## config.mk

```make
export PLATFORM = sky130hd
export DESIGN_NAME = ctrl_sig_conditioner
export DESIGN_NICKNAME = d
export VERILOG_FILES = /design/src/rtl/ctrl_filt_pkg.sv /design/src/rtl/ctrl_glitch_stage.sv /design/src/rtl/ctrl_rate_limiter.sv /design/src/rtl/ctrl_sig_conditioner.sv
export SDC_FILE = /design/constraint.sdc
export NUM_CORES = 1
export LEC_CHECK = 0
export CAP_MARGIN = 25
export CORE_MARGIN = 5
export CORE_UTILIZATION = 40
export DETAILED_ROUTE_END_ITERATION = 6
export DONT_BUFFER_PORTS = 1
export PLACE_DENSITY_LB_ADDON = 0.2
export SLEW_MARGIN = 20
export SYNTH_ARGS = -nofsm -noshare
export SYNTH_HDL_FRONTEND = slang
export SYNTH_SLANG_ARGS = --single-unit
```

## constraint.sdc

```tcl
create_clock -name clk_i -period 2.1 [get_ports clk_i]
set_input_delay 0.21 -clock clk_i [delete_from_list [all_inputs] [get_ports clk_i]]
set_output_delay 0.21 -clock clk_i [all_outputs]
set_load 0.1 [all_outputs]
```

## src/rtl/ctrl_filt_pkg.sv

```systemverilog
package ctrl_filt_pkg;
  typedef enum logic [1:0] {
    MODE_RAW   = 2'b00,
    MODE_FILT  = 2'b01,
    MODE_LEG_A = 2'b10,
    MODE_LEG_B = 2'b11
  } ctrl_mode_e;

  localparam int unsigned NUM_CH = 3;
  localparam int unsigned CH_HS  = 0;
  localparam int unsigned CH_VS  = 1;
  localparam int unsigned CH_DE  = 2;
endpackage

```

## src/rtl/ctrl_glitch_stage.sv

```systemverilog
module ctrl_glitch_stage #(
  parameter int unsigned FILT_LEN = 3
) (
  input  logic clk_i,
  input  logic rst_ni,
  input  logic sig_i,
  input  logic filt_en_i,
  input  logic held_i,
  output logic want_o
);
  logic [FILT_LEN-1:0] dly_q;
  logic all_hi, all_lo;

  // dly_q[0] newest sample, dly_q[FILT_LEN-1] oldest
  always_ff @(posedge clk_i or negedge rst_ni) begin
    if (!rst_ni) dly_q <= '0;
    else         dly_q <= {dly_q[FILT_LEN-2:0], sig_i};
  end

  assign all_hi = &dly_q;
  assign all_lo = ~|dly_q;

  always_comb begin
    if (filt_en_i) begin
      if (all_hi)      want_o = 1'b1;
      else if (all_lo) want_o = 1'b0;
      else             want_o = held_i;
    end else begin
      want_o = dly_q[FILT_LEN-1];
    end
  end
endmodule

```

## src/rtl/ctrl_rate_limiter.sv

```systemverilog
module ctrl_rate_limiter #(
  parameter int unsigned WIN    = 130,
  parameter int unsigned BUDGET = 2
) (
  input  logic clk_i,
  input  logic rst_ni,
  input  logic want_i,
  input  logic bypass_i,
  output logic level_o
);
  localparam int unsigned CW = $clog2(WIN);

  logic [CW-1:0] slot_q [BUDGET];
  logic          level_q;
  logic          free;
  int unsigned   pick;
  logic          take;

  // lowest idle slot wins
  always_comb begin
    free = 1'b0;
    pick = 0;
    for (int unsigned i = 0; i < BUDGET; i++) begin
      if (!free && slot_q[i] == '0) begin
        free = 1'b1;
        pick = i;
      end
    end
  end

  assign take = !bypass_i && (want_i != level_q) && free;

  always_ff @(posedge clk_i or negedge rst_ni) begin
    if (!rst_ni) begin
      level_q <= 1'b0;
      for (int unsigned i = 0; i < BUDGET; i++) slot_q[i] <= '0;
    end else begin
      if (bypass_i || take) level_q <= want_i;
      for (int unsigned i = 0; i < BUDGET; i++) begin
        if (take && pick == i)    slot_q[i] <= CW'(WIN - 1);
        else if (slot_q[i] != '0) slot_q[i] <= slot_q[i] - 1'b1;
      end
    end
  end

  assign level_o = level_q;
endmodule

```

## src/rtl/ctrl_sig_conditioner.sv

```systemverilog
module ctrl_sig_conditioner
  import ctrl_filt_pkg::*;
#(
  parameter int unsigned FILT_LEN    = 3,
  parameter int unsigned WIN         = 130,
  parameter int unsigned FAST_BUDGET = 2,
  parameter int unsigned SLOW_BUDGET = 1
) (
  input  logic       clk_i,
  input  logic       rst_ni,
  input  logic [1:0] mode_i,
  input  logic [2:0] ctrl_i,
  output logic [2:0] ctrl_o
);
  ctrl_mode_e mode;
  logic       filt_en;
  logic       bypass;

  assign mode    = ctrl_mode_e'(mode_i);
  assign filt_en = (mode == MODE_FILT);
  assign bypass  = (mode == MODE_LEG_A) || (mode == MODE_LEG_B);

  for (genvar c = 0; c < NUM_CH; c++) begin : g_ch
    localparam int unsigned CH_BUDGET = (c == CH_VS) ? SLOW_BUDGET : FAST_BUDGET;
    logic want;

    ctrl_glitch_stage #(
      .FILT_LEN (FILT_LEN)
    ) u_glitch (
      .clk_i     (clk_i),
      .rst_ni    (rst_ni),
      .sig_i     (ctrl_i[c]),
      .filt_en_i (filt_en),
      .held_i    (ctrl_o[c]),
      .want_o    (want)
    );

    ctrl_rate_limiter #(
      .WIN    (WIN),
      .BUDGET (CH_BUDGET)
    ) u_limit (
      .clk_i    (clk_i),
      .rst_ni   (rst_ni),
      .want_i   (want),
      .bypass_i (bypass),
      .level_o  (ctrl_o[c])
    );
  end
endmodule

```

==> run_results.csv <==
group,metric,value,unit
drt,first_iter_violations,66,
drt,drtAntennaViolNets,0,
synthesis,synth_edf_count,0,
setup_path,critical_path_class,"flip-flop to flip-flop",
floorplanning,die-area,8167,um2
synthesis,yosysSeqAreaShare,50.36,%
floorplanning,fp.dieH,90.37,um
worst_hold_path,hold_class,"input port to flip-flop",
worst_hold_path,whs_endpoint,"g_ch[2].u_limit.level_o",
synthesis,ys_ff_latch,52,
worst_hold_path,hp-start,"mode_i[1]",
synthesis,synth_flop_cell,"dfrtp_1",
floorplanning,rows,29,
setup_path,reg2reg_slack,0.15,ns
synthesis,synth_nets,272,
synthesis,avgSynthCellArea,10.05,um2
global_route,overflow,0,
clocking,clkTransAtPathRegs,0.09,ns
setup_path,critPathLaunchType,"flip-flop",
synthesis,synthCells,257,
clocking,post_cts_buffers,0,
timing,max-slew-margin-rel,64.98,%
drt,wl_per_cell,12.51,um
final_layout,fin_area,2833,um2
floorplanning,coreArea,6314,um2
run,max-cap-violations,0,
drt,dr.max_layer_used,"met4",
final_layout,diodes,0,
final_layout,syn_to_final_growth,9.637,%
clocking,cts_tree,"done",
synthesis,ys_types,50,
placed_design,dpl.cell_count,332,
drt,drc,0,
setup_path,rr_startpoint,"g_ch[0].u_limit.slot_q[0]",
drt,wl_met2,1789,um
global_route,antenna_found_initial,0,
final_layout,layout.nets,282,
clocking,cts_buffers,5,
run_status,outcome,"finished, final reports clean",
timing,finalHoldViolCount,0,
placed_design,io_buffer_count,0,
floorplanning,die_x,90.37,um
drt,met3_length,141,um
drt,totalWireLength,4317,um
clocking,insertion_delay,0.30,ns
floorplanning,start_util,40.92,%
synthesis,synth_top_area_share,50.36,%
synthesis,synth_top_family_by_area,"simple AND/OR/NAND/NOR gates",
worst_hold_path,whs_path_depth,1,
power,power.density,899.7,nW/um2
placed_design,globalplace.congestion,0.7546,
setup_path,cp.required,2.30,ns
setup_path,r2r-end,"g_ch[0].u_limit.slot_q[1]",
power,leakagePower,0.001267,uW
global_route,grt_pass1_vias,1669,
timing,drv_slew,0,
setup_path,rr_worst_depth,6,
synthesis,synth-compound-area-share,12.59,%
global_route,grt_pass1_wl,7610,um
clocking,cts.sinks,52,
clocking,cts_buffer_depth,2,
drt,first_pass_iters,4,
drt,vias,1752,
clocking,cts_root_buffer,"clkbuf_8",
timing,fin_crit,1.947,ns
final_layout,fill_cells,620,
synthesis,async_reset_ff_share,100.0,%
global_route,grt_max_degree,53,
setup_path,worstPathArrival,2.15,ns
power,ir_worst_vdd,559.8,uV
timing,hold_ws,0.04931,ns
synthesis,synth_area_leaders,"dfrtp_1 50%, ha_1 3.9%, o21ai_0 3.5%",
timing,fin_skew,0.004017,ns
synthesis,synth_simple_gate_area_share,22.32,%
setup_path,endpoint_kind,"flip-flop",
timing,setup_viol_count_final,0,
timing,finalSetupTns,0,ns
final_layout,layout-drive-gt1-share,8.209,%
placed_design,dp.final_hpwl,2986,um
timing,fmax,513.6,MHz
synthesis,synth_xor_xnor_area_share,5.424,%
global_route,track_usage,11.27,%
synthesis,syn_area,2584,um2
clocking,cts-htree-levels,2,
final_layout,final_cells,345,
drt,vias_per_cell,5.078,
synthesis,synth_top_cell_by_area,"dfrtp_1",
timing,period_share,92.72,%
timing,tightest_slew,0.5210,ns
floorplanning,io_pins,10,
drt,wl_met1,2311,um
timing,rsz0062_at_grt,"false",
placed_design,placed_area,2666,um2
setup_path,worstPathMaxFanout,5,
synthesis,synthAdderAreaFrac,3.874,%
synthesis,ys.warnings.count,0,
synthesis,synthMuxAreaShare,1.404,%
-- worst max path at each step --
stage / start / end / slack, ns
2_1_floorplan: g_ch[2].u_limit.slot_q[8] / g_ch[2].u_limit.level_o / 0.16
3_3_place_gp: g_ch[0].u_limit.slot_q[0] / g_ch[0].u_limit.level_o / 0.15
3_5_place_dp: g_ch[0].u_limit.slot_q[0] / g_ch[0].u_limit.level_o / 0.11
4_1_cts: g_ch[0].u_limit.slot_q[0] / g_ch[0].u_limit.level_o / 0.1
5_1_grt: g_ch[2].u_limit.slot_q[8] / g_ch[2].u_limit.slot_q[10] / 0.02
6_report: g_ch[0].u_limit.slot_q[0] / g_ch[0].u_limit.slot_q[1] / 0.15
-- kinds of logic after synthesis --
family / count (synthesis)
buffers and inverters: 22
flip-flops: 52
multiplexers: 3
XOR/XNOR: 16
AND/OR/NAND/NOR: 105
adder cells (fa/ha/maj): 8
AO/OA/AOI/OAI: 51
-- worst max-delay path, cell delays in order (launching register included) --
cell and delay [ns]:
dfrtp_1 0.41, inv_1 0.10, ha_1 0.14, or4b_1 0.49, nor4_2 0.42, nor2_1 0.08
a31o_1 0.20
-- through the flow --
step	power [uW]	util, %	setup WS [ns]
2_1_floorplan	1839	-	0.1622
3_3_place_gp	1932	42.23	0.1491
3_5_place_dp	1943	42.23	0.1147
4_1_cts	2578	44.73	0.09899
5_1_grt	2723	44.87	0.02497
6_report	2549	44.87	0.1530
-- sequential cells by signal, summed over array words and instances, names as in the netlist --
| signal | count |
|---|---|
| g_ch.u_limit.slot_q | 40 |
| g_ch.u_glitch.dly_q | 9 |
| g_ch.u_limit.level_o | 3 |
-- layout by cell type, fill, tap and decap left out, types with 4 or more instances in the layout --
cell type / synthesis / routed
dfrtp_1: 52 / 52
nor2_1: 24 / 24
nand2_1: 19 / 19
o21ai_0: 18 / 18
inv_1: 16 / 16
nor3_1: 13 / 13
xnor2_1: 10 / 10
nor2b_1: 10 / 10
a21oi_1: 10 / 10
ha_1: 8 / 8
nand3_1: 6 / 6
xor2_1: 6 / 6
clkbuf_8: 0 / 6
nand2b_1: 5 / 5
nor4_1: 5 / 5
dlygate4sd3_1: 0 / 4
buf_4: 3 / 4
-- per-layer routing --
| layer | GRT usage, % | vias up |
|---|---|---|
| li1 | - | 910 |
| met1 | 15.50 | 816 |
| met2 | 16.46 | 19 |
| met3 | 3.250 | 7 |
| met4 | 4.839 | 0 |
| met5 | 0 | - |
-- repair_timing --
item	in CTS	in global routing
hold buffers	5	0
resized for setup	0	1
endpoints found under the hold margin	55	0
endpoints found under the setup margin	0	1
-- cells in the mapped netlist (all sizes together) (4+ instances only) --
library cell	n
inv	16
ha	8
nor3	14
nor2	24
nand2b	5
xor2	6
buf	5
o21ai	18
nand3	6
or3	4
nand2	20
xnor2	10
nor2b	10
dfrtp	52
nor4	7
a21oi	11
-- cell type report --
type | instances | area [um2] | share of cell area [%]
inverter | 16 | 60.06 | 2.120
tap | 77 | 96.34 | 3.401
timing repair buffer | 9 | 97.59 | 3.445
clock buffer | 8 | 90.09 | 3.180
multi-input combinational | 183 | 1187 | 41.92
sequential | 52 | 1301 | 45.94
-- where the power goes --
part,total [uW],switching [uW],internal (uW)
clock,593,323,270
sequential,1340,167,1170
combinational,615,347,268
total,2550,837,1710
(Power assumes the default switching activity.)
